`config.mk`:
```
export PLATFORM = sky130hd
export DESIGN_NAME = pulse_swallow_div
export DESIGN_NICKNAME = d
export VERILOG_FILES = /design/src/rtl/psd_pkg.sv /design/src/rtl/psd_ctrl.sv /design/src/rtl/psd_datapath.sv /design/src/rtl/pulse_swallow_div.sv
export SDC_FILE = /design/constraint.sdc
export NUM_CORES = 1
export LEC_CHECK = 0
export BUFFER_PORTS_ARGS = -buffer_cell sky130_fd_sc_hd__buf_4
export CAP_MARGIN = 20
export CORE_UTILIZATION = 30
export CTS_CLUSTER_SIZE = 25
export DETAILED_ROUTE_END_ITERATION = 7
export PLACE_DENSITY = 0.46
export RECOVER_POWER = 25
export SYNTH_ARGS = -nofsm -noshare
export SYNTH_HDL_FRONTEND = slang
export SYNTH_SLANG_ARGS = --single-unit
```
`constraint.sdc`:
```
create_clock -name clk -period 2.2 [get_ports clk]
set_input_delay 0.44 -clock clk [delete_from_list [all_inputs] [get_ports clk]]
set_output_delay 0.44 -clock clk [all_outputs]
set_load 0.05 [all_outputs]
```
`src/rtl/psd_pkg.sv`:
```
package psd_pkg;

  // Strobes that the counting control hands to the ratio/output datapath.
  typedef struct packed {
    logic cycleEnd;   // last input clock of the current output period
  } psdStrobe_t;

endpackage

```
`src/rtl/psd_ctrl.sv`:
```
module psd_ctrl
  import psd_pkg::*;
#(
  parameter int RW        = 15,
  parameter int AW        = 3,
  parameter int DEF_RATIO = 56
) (
  input  logic          clk,
  input  logic          rst,
  input  logic [RW-1:0] nextRatio,
  output psdStrobe_t    strobes
);

  localparam int MW = RW - AW;
  localparam logic [AW:0]   MOD_LONG  = (AW+1)'(2**AW);       // reload for /(2^AW+1)
  localparam logic [AW:0]   MOD_SHORT = (AW+1)'(2**AW - 1);   // reload for /2^AW
  localparam logic [RW-1:0] DEF_W     = RW'(DEF_RATIO);

  logic [AW:0]   prescCnt;
  logic [AW-1:0] aLeft;
  logic [MW-1:0] mLeft;
  logic          prescTick;
  logic          cycleEnd;
  logic [RW-1:0] srcRatio;
  logic [AW-1:0] srcA;
  logic [MW-1:0] srcM;

  always_comb begin
    prescTick = (prescCnt == '0);
    cycleEnd  = prescTick && (mLeft == MW'(1));
    srcRatio  = rst ? DEF_W : nextRatio;
    srcA      = srcRatio[AW-1:0];
    srcM      = srcRatio[RW-1:AW];
    strobes.cycleEnd = cycleEnd;
  end

  always_ff @(posedge clk) begin
    if (rst || cycleEnd) begin
      aLeft    <= srcA;
      mLeft    <= srcM;
      prescCnt <= (srcA != '0) ? MOD_LONG : MOD_SHORT;
    end else if (prescTick) begin
      if (aLeft != '0) aLeft <= aLeft - AW'(1);
      mLeft    <= mLeft - MW'(1);
      prescCnt <= (aLeft > AW'(1)) ? MOD_LONG : MOD_SHORT;
    end else begin
      prescCnt <= prescCnt - (AW+1)'(1);
    end
  end

  AST_MAIN_NEVER_ZERO: assert property (@(posedge clk) disable iff (rst)
    mLeft != '0);

  AST_END_ISOLATED: assert property (@(posedge clk) disable iff (rst)
    cycleEnd |=> !cycleEnd);

  AST_PRESC_BOUND: assert property (@(posedge clk) disable iff (rst)
    prescCnt <= MOD_LONG);

endmodule

```
`src/rtl/psd_datapath.sv`:
```
module psd_datapath
  import psd_pkg::*;
#(
  parameter int RW        = 15,
  parameter int AW        = 3,
  parameter int DEF_RATIO = 56
) (
  input  logic          clk,
  input  logic          rst,
  input  logic [RW-1:0] ratioWord,
  input  logic          ratioLoad,
  input  psdStrobe_t    strobes,
  output logic [RW-1:0] nextRatio,
  output logic          fpdPulse,
  output logic          fpdHalf,
  output logic          ratioErr
);

  localparam int MIN_RATIO = (2**AW) * (2**AW - 1);
  localparam logic [RW-1:0] MIN_W = RW'(MIN_RATIO);
  localparam logic [RW-1:0] DEF_W = RW'(DEF_RATIO);

  logic [RW-1:0] heldRatio;
  logic [RW-1:0] clampedWord;
  logic          wordLow;

  always_comb begin
    wordLow     = (ratioWord < MIN_W);
    clampedWord = wordLow ? MIN_W : ratioWord;
    nextRatio   = heldRatio;
  end

  always_ff @(posedge clk) begin
    if (rst) begin
      heldRatio <= DEF_W;
      ratioErr  <= 1'b0;
      fpdPulse  <= 1'b0;
      fpdHalf   <= 1'b0;
    end else begin
      if (ratioLoad) begin
        heldRatio <= clampedWord;
        ratioErr  <= wordLow;
      end
      fpdPulse <= strobes.cycleEnd;
      fpdHalf  <= fpdHalf ^ strobes.cycleEnd;
    end
  end

  AST_HELD_LEGAL: assert property (@(posedge clk) disable iff (rst)
    heldRatio >= MIN_W);

  AST_ERR_ONLY_ON_LOAD: assert property (@(posedge clk) disable iff (rst)
    !ratioLoad |=> $stable(ratioErr));

  AST_PULSE_ONE_WIDE: assert property (@(posedge clk) disable iff (rst)
    fpdPulse |=> !fpdPulse);

  AST_HALF_ON_PULSE: assert property (@(posedge clk) disable iff (rst)
    fpdPulse |-> (fpdHalf != $past(fpdHalf)));

  AST_HALF_HOLDS: assert property (@(posedge clk) disable iff (rst)
    !fpdPulse |-> $stable(fpdHalf));

endmodule

```
`src/rtl/pulse_swallow_div.sv`:
```
module pulse_swallow_div
  import psd_pkg::*;
#(
  parameter int RW        = 15,
  parameter int AW        = 3,
  parameter int DEF_RATIO = 56
) (
  input  logic          clk,
  input  logic          rst,
  input  logic [RW-1:0] ratioWord,
  input  logic          ratioLoad,
  output logic          fpdPulse,
  output logic          fpdHalf,
  output logic          ratioErr
);

  localparam int MIN_RATIO = (2**AW) * (2**AW - 1);
  localparam int DEF_SAFE  = (DEF_RATIO < MIN_RATIO) ? MIN_RATIO : DEF_RATIO;

  psdStrobe_t    strobes;
  logic [RW-1:0] nextRatio;

  psd_ctrl #(.RW(RW), .AW(AW), .DEF_RATIO(DEF_SAFE)) u_ctrl (
    .clk       (clk),
    .rst       (rst),
    .nextRatio (nextRatio),
    .strobes   (strobes)
  );

  psd_datapath #(.RW(RW), .AW(AW), .DEF_RATIO(DEF_SAFE)) u_dp (
    .clk       (clk),
    .rst       (rst),
    .ratioWord (ratioWord),
    .ratioLoad (ratioLoad),
    .strobes   (strobes),
    .nextRatio (nextRatio),
    .fpdPulse  (fpdPulse),
    .fpdHalf   (fpdHalf),
    .ratioErr  (ratioErr)
  );

endmodule

```
==> flow_metrics.tcl, run 1 <==
set metrics [dict create \
    outcome "finished, final reports clean" \
    path_buf_inv 1 \
    r2r_setup_slack_ns 0.30 \
    end_kind "flip-flop" \
    ys_seq_area_frac 0.479 \
    ctsHoldBuffers 0 \
    wl_um 3790 \
    fillCellCount 632 \
    pwr-share-seq 0.564 \
    initialDrtViolationCount 57 \
    cts_tree "built" \
    crit_slowest_cell "edfxtp_1" \
    setup_viol 0 \
    drive_gt1_frac 0.160 \
    fin_crit_sh 0.866 \
    grt_max_degree 27 \
    clockPowerShare 0.327 \
    tightest_slew_ns 0.756 \
    num_rows 28 \
    critPathArrivalTime_ns 2.08 \
    crit_fanout 6 \
    maxSlewHeadroom 0.496 \
    synth_fp_nets 205 \
    min_period_ns 1.91 \
    syn_to_final_growth_pct 16.8 \
    yosys_warnings 0 \
    p_switching_w 0.000349 \
    peakVddDrop_mv 0.376 \
    die_area_um2 6520 \
    ant_nets 0 \
    nets 229 \
    place_area_um2 2100 \
    cts-htree-levels 2 \
    max_stage_delay_ns 0.41 \
    synth_seq_cells 37 \
    cts_sinks 37 \
    ioPinCount 21 \
    hp-start "ratioWord[0]" \
    synth_cell_types 38 \
    hold_path_class "in -> reg" \
    clkLatencyLatePin_ns 0.29 \
    skew_ns 0.00417 \
    dr_total_vias 1378 \
    grt_pass1_vias 1380 \
    crit_family "simple AND/OR/NAND/NOR gates" \
    finalMaxSlewViolations 0 \
    tns_ns 0 \
    fmax_mhz 525 \
    cts_setup_buffers 0 \
    grt_pass1_wl_um 6450 \
    synthArstFlopShare 0 \
    rsz0062_at_grt "no" \
    ys.flop_type "dfxtp_1" \
    antenna_cells 0 \
    wl_per_cell_um 13.5 \
    numPortBuffers 20 \
    regArea_um2 891 \
    comb_power_share 0.109 \
    core_um2 5960 \
    reg2reg_depth 6 \
    dieHeight_um 80.7 \
    maxCapViolations 0 \
    hold_depth 2 \
    synth.avg_cell_area_um2 10.3 \
    multi_input_area_um2 898 \
    critPathLaunchType "flip-flop" \
    r2r-end "u_ctrl.prescCnt[2]" \
    place.gp.congestion 0.721 \
    antenna_found_initial 0 \
    syn_area_um2 1860 \
    swShare 0.249 \
    cts_buffers 5 \
    path_clk_slew_ns 0.07 \
    synth_edf_count 15 \
    vias_per_cell 4.90 \
    gr-total-overflow 0 \
    leakagePower_nw 0.883 \
    initial_core_util 0.312 \
    clock_path_buffers 2 \
    place_hpwl_um 2840 \
    syn_inst 181 \
    crit_required_ns 2.37 \
    root_buffer "clkbuf_8" \
    critPathKind "reg -> reg" \
    first_pass_iters 4 \
    reg2reg_from "u_ctrl.mLeft[1]" \
    finalHoldViolCount 0 \
    fp.dieW_um 80.7 \
    drc_errors 0 \
    fin_area_um2 2170 \
    crit_chain "inv_1 > ha_1 > nor3b_1 > and4_1 > a21oi_1 > a221o_1" \
    min_to "u_dp.nextRatio[0]" \
    power_density_nw_per_um2 646 \
    grt_use_total 0.131 \
    p_int_w 0.00105 \
    post_cts_resized 0 \
]
state kept, by name, indices dropped and copies added (netlist names):
name / count
u_dp.fpdHalf: 1
u_ctrl.prescCnt: 4
u_dp.ratioErr: 1
u_dp.fpdPulse: 1
u_ctrl.mLeft: 12
u_dp.nextRatio: 15
u_ctrl.aLeft: 3
cell type report:
type                            instances  share of cell area
Sequential cell                        37               0.410
Inverter                                9              0.0156
Timing Repair Buffer                   25              0.0795
Clock inverter                          2             0.00461
Clock buffer                            6              0.0334
Tap cell                               75              0.0432
Multi-Input combinational cell        127               0.414
layer usage:
metal / wire [um] / up-vias / track usage
met5: 0 / - / 0
met4: 57 / 0 / 0.0482
met3: 148 / 5 / 0.0330
met2: 1730 / 27 / 0.211
met1: 1860 / 642 / 0.169
li1: - / 704 / -
metrics by stage:
step | power (W) | hold WS [ns] | utilization | instances | setup slack (ns)
floorplan | 0.000899 | 0.443 | - | 181 | 0.434
global placement | 0.000956 | 0.465 | 0.353 | 273 | 0.252
detailed placement | 0.000961 | 0.466 | 0.353 | 273 | 0.220
CTS | 0.00142 | 0.367 | 0.367 | 281 | 0.276
global route | 0.00147 | 0.360 | 0.365 | 281 | 0.0763
finish | 0.00140 | 0.380 | 0.365 | 281 | 0.295
how the worst max path moves through the flow:
stage                    startpoint                 end  cells past startpoint
floorplan           u_ctrl.mLeft[1]     u_ctrl.mLeft[1]                      7
global placement      ratioWord[10]   u_dp.nextRatio[8]                      5
detailed placement    ratioWord[10]  u_dp.nextRatio[10]                      5
CTS                 u_ctrl.mLeft[1]  u_ctrl.prescCnt[2]                      6
global route        u_ctrl.mLeft[1]  u_ctrl.prescCnt[2]                      6
finish              u_ctrl.mLeft[1]  u_ctrl.prescCnt[2]                      6
synth_stat cells (2+ instances only):
| library cell | count | area share |
|---|---|---|
| nor2_1 | 28 | 0.057 |
| dfxtp_1 | 22 | 0.24 |
| edfxtp_1 | 15 | 0.24 |
| a211oi_1 | 12 | 0.048 |
| xor2_1 | 10 | 0.047 |
| inv_1 | 9 | 0.018 |
| a21oi_1 | 8 | 0.022 |
| mux2i_1 | 7 | 0.038 |
| nor3_1 | 7 | 0.019 |
| a22o_1 | 6 | 0.028 |
| ha_1 | 6 | 0.040 |
| nand2b_1 | 6 | 0.020 |
| nand2_1 | 5 | 0.010 |
| clkbuf_1 | 4 | 0.0081 |
| nand3b_1 | 4 | 0.016 |
| nand3_1 | 3 | 0.0081 |
| xnor2_1 | 3 | 0.014 |
| buf_2 | 2 | 0.0054 |
| nand4b_1 | 2 | 0.0094 |
| o21bai_1 | 2 | 0.0081 |
| o31a_1 | 2 | 0.0094 |
| or3_1 | 2 | 0.0067 |
power groups by stage:
stage          Sequential (W)  Combinational, W  Clock (W)
2_1_floorplan        0.000798          0.000102          0
3_3_place_gp         0.000807          0.000149          0
3_5_place_dp         0.000807          0.000154          0
4_1_cts              0.000791          0.000155   0.000476
5_1_grt              0.000797          0.000170   0.000505
6_report             0.000792          0.000152   0.000459
cells by family after synthesis:
kind of cell / after synthesis / share of synthesized area
XOR/XNOR: 13 / 0.0612
adder cells (fa/ha/maj): 6 / 0.0404
AO/OA/AOI/OAI: 33 / 0.130
buffers and inverters: 17 / 0.0377
AND/OR/NAND/NOR: 68 / 0.214
multiplexers: 7 / 0.0377
flip-flops: 37 / 0.479
placed cells by master, fill, tap and decap left out, types with 5 or more instances in the layout:
cell type	netlist	layout
clkbuf_8	0	5
a22o_1	6	6
nand2b_1	6	6
nand2_1	5	5
ha_1	6	6
buf_4	1	20
dfxtp_1	22	22
a21oi_1	8	8
mux2i_1	7	7
clkbuf_1	4	5
nor3_1	7	7
a211oi_1	12	12
inv_1	9	9
edfxtp_1	15	15
xor2_1	10	10
nor2_1	28	28
No activity file was read; power rests on OpenSTA's default activity.
==> run 2, diff against run 1 <==
--- a/config.mk
+++ b/config.mk
@@ -10,7 +10,7 @@
 export CORE_UTILIZATION = 30
 export CTS_CLUSTER_SIZE = 25
 export DETAILED_ROUTE_END_ITERATION = 7
-export PLACE_DENSITY = 0.46
+export PLACE_DENSITY = 0.56
 export RECOVER_POWER = 25
 export SYNTH_ARGS = -nofsm -noshare
 export SYNTH_HDL_FRONTEND = slang
==> flow_metrics.tcl, run 2 (synthesized netlist as in run 1, its figures left out) <==
set metrics [dict create \
    fin_crit_sh 0.901 \
    leakagePower_nw 0.904 \
    numPortBuffers 20 \
    post_cts_resized 0 \
    fp.dieW_um 80.7 \
    wl_per_cell_um 13.2 \
    clock_path_buffers 2 \
    r2r-end "u_ctrl.mLeft[0]" \
    tns_ns 0 \
    ioPinCount 21 \
    drc_errors 0 \
    reg2reg_depth 7 \
    finalHoldViolCount 0 \
    num_rows 28 \
    cts_tree "built" \
    hold_depth 2 \
    fmax_mhz 505 \
    tightest_slew_ns 0.927 \
    min_to "u_dp.nextRatio[0]" \
    end_kind "flip-flop" \
    finalMaxSlewViolations 0 \
    ctsHoldBuffers 0 \
    grt_use_total 0.132 \
    largest_register_ffs 15 \
    crit_family "simple AND/OR/NAND/NOR gates" \
    path_clk_slew_ns 0.07 \
    initialDrtViolationCount 30 \
    ant_nets 0 \
    max_stage_delay_ns 0.41 \
    hp-start "ratioWord[0]" \
    place_hpwl_um 2780 \
    cts-htree-levels 2 \
    vias_per_cell 4.88 \
    fin_worst_hold_slack_ns 0.365 \
    skew_ns 0.00767 \
    crit_slowest_cell "edfxtp_1" \
    grt_pass1_wl_um 6380 \
    dieHeight_um 80.7 \
    cts_setup_buffers 0 \
    dr_total_vias 1375 \
    final_common_cell "nor2_1" \
    root_buffer "clkbuf_8" \
    antenna_found_initial 0 \
    nets 230 \
    reg2reg_from "u_ctrl.mLeft[1]" \
    crit_required_ns 2.24 \
    syn_to_final_growth_pct 18.9 \
    gr-total-overflow 0 \
    maxCapViolations 0 \
    setup_viol 0 \
    min_period_ns 1.98 \
    clkLatencyLatePin_ns 0.29 \
    core_um2 5960 \
    peakVddDrop_mv 0.384 \
    drive_gt1_frac 0.169 \
    layout_common_cells "nor2_1, dfxtp_1, buf_4" \
    path_buf_inv 2 \
    die_area_um2 6520 \
    grt_pass1_vias 1344 \
    r2r_setup_slack_ns 0.22 \
    antenna_cells 0 \
    hold_path_class "in -> reg" \
    power_density_nw_per_um2 660 \
    crit_chain "inv_1 > ha_1 > nor3b_1 > nand4_4 > buf_12 > mux2i_1 > nand2b_1" \
    cts_sinks 37 \
    wl_um 3720 \
    critPathArrivalTime_ns 2.02 \
    crit_fanout 19 \
    grt_max_degree 23 \
    first_pass_iters 4 \
    path_depth 7 \
    critPathKind "reg -> reg" \
    p_total_w 0.00146 \
    outcome "finished, final reports clean" \
    place.gp.congestion 0.718 \
    initial_core_util 0.312 \
    critPathLaunchType "flip-flop" \
    rsz0062_at_grt "no" \
    maxSlewHeadroom 0.382 \
    cts_buffers 5 \
]
-- run 2: worst max path at each step --
stage,slack [ns],startpoint,endpoint
CTS,0.21,u_ctrl.mLeft[1],u_ctrl.mLeft[0]
detailed placement,0.18,ratioWord[10],u_dp.nextRatio[1]
global placement,0.19,ratioWord[10],u_dp.nextRatio[8]
global route,0.06,u_ctrl.mLeft[1],u_ctrl.mLeft[0]
floorplan,0.43,u_ctrl.mLeft[1],u_ctrl.mLeft[1]
finish,0.22,u_ctrl.mLeft[1],u_ctrl.mLeft[0]
-- run 2: power breakdown --
group	total (W)	switching, W	internal, W
clock network	0.000517	0.000234	0.000283
logic	0.000151	0.0000745	0.0000762
registers	0.000792	0.0000336	0.000758
total	0.00146	0.000343	0.00112
-- run 2: final cells by class --
class | count | area, um2
clock buffers | 7 | 96.3
repair buffers | 26 | 193
multi-input cells | 127 | 898
flip-flops and latches | 37 | 891
inverters | 9 | 33.8
clock inverters | 1 | 5.00
fillers | 620 | 3740
well taps | 75 | 93.8
-- run 2: through the flow --
stage                     utilization  setup slack (ns)  instances  cell area (um2)
after floorplan                     -             0.434        181             1860
after global placement          0.357             0.189        274             2120
after detailed placement        0.357             0.176        274             2120
after CTS                       0.374             0.206        282             2230
after global routing            0.371            0.0635        282             2210
final                           0.371             0.218        282             2210
-- run 2: per-layer routing --
metal / part of all wire / vias to the layer above / global-route usage
li1: - / 703 / -
met1: 0.48 / 649 / 0.165
met2: 0.48 / 17 / 0.220
met3: 0.019 / 6 / 0.0273
met4: 0.018 / 0 / 0.0536
met5: 0 / - / 0
-- run 2: worst register-to-register path: stages (launching register included) --
cell and delay, ns:
edfxtp_1 0.41, inv_1 0.10, ha_1 0.15, nor3b_1 0.38
nand4_4 0.23, buf_12 0.23, mux2i_1 0.17, nand2b_1 0.07
